$ cat config.mk
export PLATFORM = sky130hd
export DESIGN_NAME = posted_col_sched
export DESIGN_NICKNAME = d
export VERILOG_FILES = /design/src/rtl/pcs_pkg.sv /design/src/rtl/pcs_bank_timer.sv /design/src/rtl/pcs_post_queue.sv /design/src/rtl/posted_col_sched.sv
export SDC_FILE = /design/constraint.sdc
export NUM_CORES = 1
export LEC_CHECK = 0
export ABC_AREA = 1
export BUFFER_PORTS_ARGS = -buffer_cell sky130_fd_sc_hd__buf_2
export CORE_MARGIN = 1
export CORE_UTILIZATION = 45
export CTS_BUF_LIST = sky130_fd_sc_hd__clkbuf_16
export DETAILED_ROUTE_END_ITERATION = 8
export GPL_TIMING_DRIVEN = 0
export REMOVE_ABC_BUFFERS = 1
export SLEW_MARGIN = 20
export SYNTH_ARGS = -nofsm -noshare
export SYNTH_HDL_FRONTEND = slang
export SYNTH_SLANG_ARGS = --single-unit
$ cat constraint.sdc
create_clock -name clk -period 6.85 [get_ports clk]
set_clock_uncertainty 0.2 [all_clocks]
set_input_delay 1.37 -clock clk [delete_from_list [all_inputs] [get_ports clk]]
set_output_delay 1.37 -clock clk [all_outputs]
set_load 0.05 [all_outputs]
$ cat src/rtl/pcs_pkg.sv
package pcs_pkg;

    // Controller state: nothing pending, or at least one posted command waiting.
    typedef enum logic {
        ST_IDLE = 1'b0,
        ST_BUSY = 1'b1
    } sched_state_e;

endpackage

$ cat src/rtl/pcs_bank_timer.sv
module pcs_bank_timer #(
    parameter int NUM_BANKS = 8,
    parameter int AGE_W     = 4,
    localparam int BA_W     = $clog2(NUM_BANKS)
) (
    input  logic                              clk,
    input  logic                              rst_n,
    input  logic                              act_valid,
    input  logic [BA_W-1:0]                   act_bank,
    output logic [NUM_BANKS-1:0]              bank_open,
    output logic [NUM_BANKS-1:0][AGE_W-1:0]   bank_age
);

    localparam logic [AGE_W-1:0] AGE_MAX = '1;

    // One open flag and saturating age counter per bank.
    for (genvar b = 0; b < NUM_BANKS; b++) begin : g_bank
        always_ff @(posedge clk) begin
            if (!rst_n) begin
                bank_open[b] <= 1'b0;
                bank_age[b]  <= '0;
            end else if (act_valid && act_bank == BA_W'(b)) begin
                bank_open[b] <= 1'b1;
                bank_age[b]  <= AGE_W'(1);
            end else if (bank_open[b] && bank_age[b] != AGE_MAX) begin
                bank_age[b]  <= bank_age[b] + AGE_W'(1);
            end
        end
    end

endmodule

$ cat src/rtl/pcs_post_queue.sv
module pcs_post_queue #(
    parameter int DEPTH = 5,
    parameter int DLY_W = 3,
    parameter int BA_W  = 3,
    parameter int COL_W = 10,
    localparam int CNT_W = $clog2(DEPTH + 1)
) (
    input  logic             clk,
    input  logic             rst_n,
    input  logic             push,
    input  logic             push_write,
    input  logic [BA_W-1:0]  push_bank,
    input  logic [COL_W-1:0] push_col,
    input  logic [DLY_W-1:0] push_delay,
    output logic             head_ready,
    output logic             head_write,
    output logic [BA_W-1:0]  head_bank,
    output logic [COL_W-1:0] head_col,
    output logic [CNT_W-1:0] count
);

    logic             wr_q   [DEPTH];
    logic [BA_W-1:0]  bank_q [DEPTH];
    logic [COL_W-1:0] col_q  [DEPTH];
    logic [DLY_W-1:0] dly_q  [DEPTH];
    logic [CNT_W-1:0] cnt_q;

    logic             wr_d   [DEPTH];
    logic [BA_W-1:0]  bank_d [DEPTH];
    logic [COL_W-1:0] col_d  [DEPTH];
    logic [DLY_W-1:0] dly_d  [DEPTH];
    logic [CNT_W-1:0] cnt_d;

    assign head_ready = (cnt_q != '0) && (dly_q[0] == '0);
    assign head_write = wr_q[0];
    assign head_bank  = bank_q[0];
    assign head_col   = col_q[0];
    assign count      = cnt_q;

    always_comb begin
        for (int i = 0; i < DEPTH; i++) begin
            if (head_ready) begin
                if (i == DEPTH - 1) begin
                    wr_d[i]   = 1'b0;
                    bank_d[i] = '0;
                    col_d[i]  = '0;
                    dly_d[i]  = '0;
                end else begin
                    wr_d[i]   = wr_q[i+1];
                    bank_d[i] = bank_q[i+1];
                    col_d[i]  = col_q[i+1];
                    dly_d[i]  = dly_q[i+1];
                end
            end else begin
                wr_d[i]   = wr_q[i];
                bank_d[i] = bank_q[i];
                col_d[i]  = col_q[i];
                dly_d[i]  = dly_q[i];
            end
            if (dly_d[i] != '0) begin
                dly_d[i] = dly_d[i] - DLY_W'(1);
            end
        end
        cnt_d = head_ready ? cnt_q - CNT_W'(1) : cnt_q;
        if (push) begin
            for (int i = 0; i < DEPTH; i++) begin
                if (cnt_d == CNT_W'(i)) begin
                    wr_d[i]   = push_write;
                    bank_d[i] = push_bank;
                    col_d[i]  = push_col;
                    dly_d[i]  = push_delay;
                end
            end
            cnt_d = cnt_d + CNT_W'(1);
        end
    end

    always_ff @(posedge clk) begin
        if (!rst_n) begin
            cnt_q <= '0;
            for (int i = 0; i < DEPTH; i++) begin
                wr_q[i]   <= 1'b0;
                bank_q[i] <= '0;
                col_q[i]  <= '0;
                dly_q[i]  <= '0;
            end
        end else begin
            cnt_q <= cnt_d;
            for (int i = 0; i < DEPTH; i++) begin
                wr_q[i]   <= wr_d[i];
                bank_q[i] <= bank_d[i];
                col_q[i]  <= col_d[i];
                dly_q[i]  <= dly_d[i];
            end
        end
    end

endmodule

$ cat src/rtl/posted_col_sched.sv
module posted_col_sched
    import pcs_pkg::*;
#(
    parameter int NUM_BANKS = 8,
    parameter int COL_W     = 10,
    parameter int AL_MAX    = 4,
    parameter int T_W       = 4,
    localparam int BA_W     = $clog2(NUM_BANKS),
    localparam int AL_W     = $clog2(AL_MAX + 1),
    localparam int DEPTH    = AL_MAX + 1,
    localparam int CNT_W    = $clog2(DEPTH + 1)
) (
    input  logic             clk,
    input  logic             rst_n,
    input  logic             act_valid,
    input  logic [BA_W-1:0]  act_bank,
    input  logic             cmd_valid,
    input  logic             cmd_write,
    input  logic [BA_W-1:0]  cmd_bank,
    input  logic [COL_W-1:0] cmd_col,
    input  logic             al_load,
    input  logic [AL_W-1:0]  al_value,
    input  logic [T_W-1:0]   trcd,
    input  logic [T_W-1:0]   tccd,
    output logic             iss_valid,
    output logic             iss_write,
    output logic [BA_W-1:0]  iss_bank,
    output logic [COL_W-1:0] iss_col,
    output logic             err
);

    localparam logic [AL_W-1:0] AL_LIMIT = AL_W'(AL_MAX);
    localparam logic [T_W-1:0]  GAP_MAX  = '1;

    sched_state_e                      state_q, state_d;
    logic [AL_W-1:0]                   al_q;
    logic [T_W-1:0]                    since_q;
    logic                              err_q;

    logic [NUM_BANKS-1:0]              bank_open;
    logic [NUM_BANKS-1:0][T_W-1:0]     bank_age;
    logic [CNT_W-1:0]                  q_count;
    logic                              head_ready;

    logic                              rcd_ok, ccd_ok, cmd_ok, cmd_bad, al_bad;

    pcs_bank_timer #(
        .NUM_BANKS (NUM_BANKS),
        .AGE_W     (T_W)
    ) u_banks (
        .clk       (clk),
        .rst_n     (rst_n),
        .act_valid (act_valid),
        .act_bank  (act_bank),
        .bank_open (bank_open),
        .bank_age  (bank_age)
    );

    pcs_post_queue #(
        .DEPTH (DEPTH),
        .DLY_W (AL_W),
        .BA_W  (BA_W),
        .COL_W (COL_W)
    ) u_queue (
        .clk        (clk),
        .rst_n      (rst_n),
        .push       (cmd_ok),
        .push_write (cmd_write),
        .push_bank  (cmd_bank),
        .push_col   (cmd_col),
        .push_delay (al_q),
        .head_ready (head_ready),
        .head_write (iss_write),
        .head_bank  (iss_bank),
        .head_col   (iss_col),
        .count      (q_count)
    );

    // Legality of the column command presented this clock.
    assign rcd_ok  = ({1'b0, bank_age[cmd_bank]} + (T_W+1)'(al_q)) >= {1'b0, trcd};
    assign ccd_ok  = since_q >= tccd;
    assign cmd_ok  = cmd_valid && bank_open[cmd_bank] && rcd_ok && ccd_ok;
    assign cmd_bad = cmd_valid && !cmd_ok;
    assign al_bad  = al_load && ((al_value > AL_LIMIT) || (state_q != ST_IDLE));

    assign iss_valid = head_ready;
    assign err       = err_q;

    // Next state.
    always_comb begin
        state_d = state_q;
        unique case (state_q)
            ST_IDLE: if (cmd_ok) state_d = ST_BUSY;
            ST_BUSY: if (q_count == CNT_W'(1) && head_ready && !cmd_ok) state_d = ST_IDLE;
            default: state_d = ST_IDLE;
        endcase
    end

    // State register.
    always_ff @(posedge clk) begin
        if (!rst_n) state_q <= ST_IDLE;
        else        state_q <= state_d;
    end

    // Registered results: AL setting, spacing count, error pulse.
    always_ff @(posedge clk) begin
        if (!rst_n) begin
            al_q    <= '0;
            since_q <= GAP_MAX;
            err_q   <= 1'b0;
        end else begin
            err_q <= cmd_bad || al_bad;
            if (al_load && !al_bad) al_q <= al_value;
            if (cmd_ok)                   since_q <= T_W'(1);
            else if (since_q != GAP_MAX)  since_q <= since_q + T_W'(1);
        end
    end

endmodule

# After elaboration in Yosys (flattened, before gate mapping)
# Memory sizes are Yosys's and may differ from the RTL's.
# Index checks and enable logic that the tools add are counted.
[classes] addsub=17 magnitude_cmp=4 reduce_logical=56 eq_ne=21 bitwise=22 mux=98
[op_table] operator="2-to-1 mux 10 bit" n=15
[op_table] operator="2-to-1 mux 3 bit" n=37
[op_table] operator="2-to-1 mux 50 bit" n=1
[op_table] operator="adder 4 x 1 -> 4 bit, second input constant" n=9
[op_table] operator="2-to-1 mux 1 bit" n=36
[op_table] operator="inequality test 4 bit, second input constant" n=9
[op_table] operator="2-to-1 mux 15 bit" n=2
[op_table] operator="logical AND 1 bit" n=25
[op_table] operator="bitwise OR 1 bit" n=20
[op_table] operator="nonzero test 2 bit" n=9
[op_table] operator="nonzero test 3 bit" n=6
[op_table] operator="OR reduction 2 bit" n=9
[op_table] operator="subtractor 3 x 1 -> 3 bit, second input constant" n=6
[op_table] operator="== test 3 bit, second input constant" n=5
[op_table] operator="binary-select mux 4 bit (select 3 bit)" n=1
[op_table] operator="== test 3 x 2 -> 1 bit, second input constant" n=4
[op_table] operator="2-to-1 mux 4 bit" n=3
[op_table] operator="== test 3 x 1 -> 1 bit, second input constant" n=3
[op_table] operator="logical NOT 3 bit" n=3
[op_table] operator="adder 4 x 3 -> 5 bit" n=1
[op_table] operator="greater-or-equal comparator 5 x 4 -> 1 bit" n=1
[op_table] operator="2-to-1 mux 5 bit" n=1
[op_table] operator="greater-or-equal comparator 4 bit" n=1
[op_table] operator="< comparator 3 x 4 -> 1 bit, second input constant" n=1
[op_table] operator="other kinds (7)" n=10
[totals] output_inout_bits=16 ram_bits=85 in_bits=33 ff_bits=52 memories=4
[mem_list] name="u_queue.col_q" words=5 word_bits=10 rd=5 rd_clocked_by_memory_dff=0 write_ports=5 line_no="pcs_post_queue.sv:24" source="logic [COL_W-1:0] col_q [DEPTH];"
[mem_list] name="u_queue.bank_q" words=5 word_bits=3 rd=5 rd_clocked_by_memory_dff=0 write_ports=5 line_no="pcs_post_queue.sv:23" source="logic [BA_W-1:0] bank_q [DEPTH];"
[mem_list] name="u_queue.dly_q" words=5 word_bits=3 rd=5 rd_clocked_by_memory_dff=0 write_ports=5 line_no="pcs_post_queue.sv:25" source="logic [DLY_W-1:0] dly_q [DEPTH];"
[mem_list] name="u_queue.wr_q" words=5 word_bits=1 rd=5 rd_clocked_by_memory_dff=0 write_ports=5 line_no="pcs_post_queue.sv:22" source="logic wr_q [DEPTH];"

# Depth between registers and ports, before layout
[logic_depth] ltp_word=10 mapped_depth=23

# By module
# A second synthesis with hierarchy kept.
[hier_totals] hier_cells=1241 area_unflattened_um2=7935.1
[modules_own_cells] mod="pcs_post_queue" n_inst=1 area_each_um2=4865.9 cells_per_inst=766 seq_area_each_um2=1761.7
[modules_own_cells] mod="pcs_bank_timer" n_inst=1 area_each_um2=1951.9 cells_per_inst=282 seq_area_each_um2=800.8
[modules_own_cells] mod="posted_col_sched" n_inst=1 area_each_um2=1117.3 cells_per_inst=193 seq_area_each_um2=180.2

# Worst setup path after synthesis
# Ideal clock, no wire load.
[synth_timing] path_type="in2reg" from="input port cmd_bank[0]" to="memory u_queue.col_q[3][0] (netlist: u_queue.col_q[0][30])" n_path_buf=5 stages=20 setup_slack_ns=2.575 arrival_time_ns=3.942 setup_ns=0.132 t_required_ns=6.518 cell_sequence="buf_6 buf_6 clkbuf_1 nor2_1 o22ai_1 nor2_1 a31oi_1 ha_1 fa_1 ha_1 nand2_1 nand2_1 nand2_1 nand2_1 a21oi_1 nand2_2 buf_4 buf_4 nand3_1 a21oi_1"
[synth_lines] element="start: declaration" line_no="posted_col_sched.sv:19" source="input logic [BA_W-1:0] cmd_bank,"
[synth_lines] element="end: declaration" line_no="pcs_post_queue.sv:24"

# Worst setup path in the final report
[layout_timing] from="input port cmd_bank[0]" to="register u_queue.cnt_q[1] (netlist: u_queue.count[1])"
[layout_between] elab_chain_cells=7 elab_cells_between_ends=10
[layout_rtl] element="binary-select mux 4 bit (select 3 bit)" line_no="posted_col_sched.sv:80" source="assign rcd_ok = ({1'b0, bank_age[cmd_bank]} + (T_W+1)'(al_q)) >= {1'b0, trcd};"
[layout_rtl] element="2-to-1 mux 4 bit (not written as such)" line_no="posted_col_sched.sv:80"
[layout_rtl] element="adder 4 x 3 -> 5 bit" line_no="posted_col_sched.sv:80"
[layout_rtl] element="greater-or-equal comparator 5 x 4 -> 1 bit" line_no="posted_col_sched.sv:80"
[layout_rtl] element="logical AND 1 bit * (2 in a row)" line_no="posted_col_sched.sv:82" source="assign cmd_ok = cmd_valid && bank_open[cmd_bank] && rcd_ok && ccd_ok;"
[layout_rtl] element="2-to-1 mux 3 bit *" line_no="pcs_post_queue.sv:65" source="if (push) begin"
[layout_rtl] element="end signal: assignment" line_no="pcs_post_queue.sv:88" source="cnt_q <= cnt_d;"
[layout_rtl] element="end: declaration" line_no="pcs_post_queue.sv:26" source="logic [CNT_W-1:0] cnt_q;"
# Every way passes the cells marked *; elsewhere a longest branch is shown, timed or not. The select of a mux whose other input is x is not followed.
# A chain may end at the register's enable or synchronous reset.

==> Implementation_results.wiki <==
{| class="wikitable"
! Metric !! Value
|-
| Clock slew at reported path FFs || 0.06 ns
|-
| Global route overflow || 0
|-
| Worst-case reg-to-reg path depth || 12
|-
| Combinational family with the most area after synthesis || simple AND/OR/NAND/NOR gates
|-
| Most common flop cell mapped by yosys || sky130_fd_sc_hd__dfxtp_1
|-
| Mean instance size in the synthesized netlist || 6.30 um2
|-
| Final setup fails || 0
|-
| Count of clock tree sinks || around 140
|-
| Number of global-route vias before repair || 7633
|-
| Arrival time at the worst endpoint || roughly 5.7 ns
|-
| DP Worst Slack || between 0.8 and 0.9 ns
|-
| Final critical path time including I/O delays and setup || about 5.6 ns
|-
| Utilization after layout || 50.9%
|-
| Post-layout total power || around 0.0042 W
|-
| Status || finished, final reports clean
|-
| Worst setup path start || cmd_bank[0]
|-
| Cells taking the most area after synthesis || sky130_fd_sc_hd__dfxtp_1 (31%), sky130_fd_sc_hd__nand2_1 (19%), sky130_fd_sc_hd__nand3_1 (10%), sky130_fd_sc_hd__a21oi_1 (7.8%), sky130_fd_sc_hd__inv_1 (6.1%)
|-
| Areal power density over the cells || approximately 440 nW/um2
|-
| Clk Tree Root Cell || sky130_fd_sc_hd__clkbuf_16
|-
| Hold violation count in the final report || 0
|-
| Cts hold-fix bufs || 0
|-
| Type of the worst setup path || in2reg
|-
| Die Width || ~140 um
|-
| WL per Instance || ~14 um
|-
| Hold path start || u_banks.bank_age[27]
|-
| Max-cap check violation count || 0
|-
| XOR/XNOR share of the synthesized area || 1.09%
|-
| Total wire length || between 20000 and 25000 um
|-
| Total of warnings raised by yosys || 0
|-
| Startpoint class of the critical path || input port
|-
| Initial standard-cell utilization of the core || 46.6%
|-
| Initial antenna violation count || 0
|-
| Total track usage || a little under a quarter
|-
| H-tree lvl count || 4
|-
| Critical path required time || between 6 and 7 ns
|-
| Achievable Freq || roughly 0.18 GHz
|-
| Critical Path Sink Type || flip-flop
|-
| Number of antenna-violating nets in the routed design || 0
|-
| Pin count of the biggest net entering global routing || just over 80
|-
| Worst VDD drop || about 310 uV
|-
| First-pass GRT wire length || around 38000 um
|-
| HP Class || reg2reg
|-
| Worst Max-Slew Pin Slew || around 1.1 ns
|-
| Share of synthesized area occupied by flip-flops and latches || 31.0%
|-
| Chip height || approximately 140 um
|-
| Port bufs || between 40 and 50
|-
| Cts bufs inserted || 17
|-
| Ports placed on the boundary || roughly 50
|-
| Proportion of synthesized area in mux cells || 0%
|-
| Cell Area, Synth || ~8800 um2
|-
| Final period util || 81.8%
|-
| Flip-flop and latch count after synthesis || between 100 and 150
|-
| Setup repair after global routing missed its margin || no
|-
| Fraction of layout instances using a drive strength above 1 || 7.33%
|-
| Fin worst setup slack || about 1.2 ns
|-
| Antenna diodes || 0
|-
| Number of detailed-route iterations in the first pass || 5
|-
| # nets final || 1457
|-
| Compound-gate portion of the synthesized area || approximately 15%
|-
| HPWL after detailed placement || about 14000 um
|-
| Post-synthesis cell count || approximately 1400
|-
| Area of the core || about 19000 um2
|-
| DP Area || between 9000 and 10000 um2
|-
| Area of the die || a little over 20000 um2
|-
| Clock tree from TritonCTS || done
|-
| Post-route cell area || between 9000 and 10000 um2
|-
| Post-synth ARST share || 0%
|-
| Clock latency on the worst-skew pair || roughly 0.42 ns
|-
| Area fraction of the dominant cell type after synthesis || between 30% and 40%
|-
| Worst-path maximum fanout || 64
|-
| Routed vias/inst || between 5 and 6
|-
| Max Transition Viols Final || 0
|-
| Cells resized by post-CTS repair || 0
|-
| Post-synthesis share of cell area spent on full adders, half adders and majority gates || roughly 6.3%
|-
| # DRC || 0
|-
| 1st-iter DRT viols || between 500 and 600
|-
| Post-synth EDFFs || 0
|-
| Unique masters post-synth || 28
|-
| Buffer levels on the longest clock path || 2
|-
| Post-synthesis cell type with the largest combined area || sky130_fd_sc_hd__dfxtp_1
|-
| Post-synthesis share of cell area spent on and, or, nand and nor gates || 34.1%
|-
| Leakage dissipation || around 4.3 nW
|-
| Std cell rows || 50
|-
| Max-slew headroom || ~28%
|-
| Reg2Reg Launch Point || u_queue.count[0]
|-
| Via Count || ~8500
|-
| Weighted congestion reported at the end of routability-driven placement || about 0.84
|-
| Cell depth of the worst hold path || 2
|-
| Post CTS Setup Buffer Count || 0
|-
| Area growth from synthesis to layout || 9.22%
|}
[layer usage]
metal  up-vias  track usage, %  share of wire (%)
met1      3798            30.8                 48
met3        22            4.07                4.2
met2       161            39.6                 46
met4         0            5.49               0.86
met5         -               0                  0
li1       4488               -                  -
[layout by cell type (no fill, tap or decap), drive strengths merged, types with 4 or more instances in the layout]
cell type,n
and2,6
dfxtp,137
clkbuf,17
nand2,445
xor2,11
a31oi,4
o211ai,5
nand3,181
inv,152
nand4,19
buf,56
clkinv,6
o21ai,107
nor2,52
a21oi,137
ha,43
or2,6
[final cells by class]
class | count | area, um2
Clock buffer | 17 | 425
Clock inverter | 14 | 143
Fill cell | 1979 | 9300
Inverter | 148 | 563
Multi-Input combinational cell | 1020 | 5000
Sequential cell | 137 | 2740
Tap cell | 260 | 325
Timing Repair Buffer | 56 | 453
[flip-flops by register name, indices dropped and copies added (netlist names)]
register           flops
err                    1
u_queue.bank_q        15
u_queue.count          3
u_banks.bank_age      32
state_q                1
u_queue.col_q         50
since_q                4
u_banks.bank_open      8
al_q                   3
u_queue.dly_q         15
u_queue.wr_q           5
[final timing paths]
check / endpoint / slack (ns)
hold / removal: u_banks.bank_age[27] / 0.28
setup / recovery: u_queue.count[1] / 1.25
hold reg to reg: u_banks.bank_age[27] / 0.28
setup reg to reg: u_queue.col_q[0][37] / 2.42
[worst max-delay path, cell delays in order]
cell	delay, ns
sky130_fd_sc_hd__buf_2	0.41
sky130_fd_sc_hd__inv_2	0.26
sky130_fd_sc_hd__o21ai_0	0.21
sky130_fd_sc_hd__o22ai_1	0.10
sky130_fd_sc_hd__nor2_1	0.13
sky130_fd_sc_hd__a31oi_1	0.09
sky130_fd_sc_hd__ha_1	0.25
sky130_fd_sc_hd__fa_1	0.41
sky130_fd_sc_hd__xor2_1	0.18
sky130_fd_sc_hd__ha_1	0.27
sky130_fd_sc_hd__nand2_1	0.06
sky130_fd_sc_hd__nand2_1	0.05
sky130_fd_sc_hd__a21oi_1	0.21
sky130_fd_sc_hd__nand2_4	0.26
sky130_fd_sc_hd__buf_16	0.31
sky130_fd_sc_hd__nand2_4	0.41
sky130_fd_sc_hd__buf_16	0.31
sky130_fd_sc_hd__inv_1	0.18
sky130_fd_sc_hd__nor2_1	0.11
sky130_fd_sc_hd__nor2_1	0.05
[cell usage after synthesis, types with 2 or more instances]
| cell type | instances |
|---|---|
| sky130_fd_sc_hd__o21ai_0 | 97 |
| sky130_fd_sc_hd__nand4_1 | 19 |
| sky130_fd_sc_hd__buf_6 | 13 |
| sky130_fd_sc_hd__ha_1 | 43 |
| sky130_fd_sc_hd__nand2_4 | 2 |
| sky130_fd_sc_hd__clkbuf_1 | 31 |
| sky130_fd_sc_hd__a21oi_1 | 137 |
| sky130_fd_sc_hd__inv_2 | 4 |
| sky130_fd_sc_hd__dfxtp_1 | 137 |
| sky130_fd_sc_hd__nand2_2 | 3 |
| sky130_fd_sc_hd__a31oi_1 | 4 |
| sky130_fd_sc_hd__buf_4 | 22 |
| sky130_fd_sc_hd__and2_1 | 6 |
| sky130_fd_sc_hd__inv_1 | 144 |
| sky130_fd_sc_hd__or2_2 | 6 |
| sky130_fd_sc_hd__buf_2 | 23 |
| sky130_fd_sc_hd__nand3_1 | 181 |
| sky130_fd_sc_hd__nand2_1 | 440 |
| sky130_fd_sc_hd__nor2_1 | 50 |
| sky130_fd_sc_hd__nor2_4 | 2 |
| sky130_fd_sc_hd__o211ai_1 | 5 |
| sky130_fd_sc_hd__xor2_1 | 11 |
| sky130_fd_sc_hd__o21ai_1 | 10 |
| sky130_fd_sc_hd__buf_1 | 9 |
[through the flow]
step                instances  hold WS [ns]  setup TNS, ns
floorplan                1305         0.250              0
global placement         1613         0.265        -110.99
detailed placement       1621         0.271              0
CTS                      1652         0.280              0
global route             1652         0.299              0
finish                   1652         0.277              0
[cell families (layout without fill, tap and decap cells)]
family	count (synthesis)	after routing
compound gates	255	255
xor+xnor	11	11
fa+ha+maj	44	44
buf+inv	246	235
flops	137	137
simple gates	710	710
[report_power, final]
part | total [W] | switching, W | internal (W)
Clock | 0.000909 | 0.000349 | 0.000560
Combinational | 0.00238 | 0.00169 | 0.000685
Sequential | 0.000935 | 0.0000569 | 0.000878
Total | 0.00422 | 0.00210 | 0.00212
(Power assumes the default switching activity.)
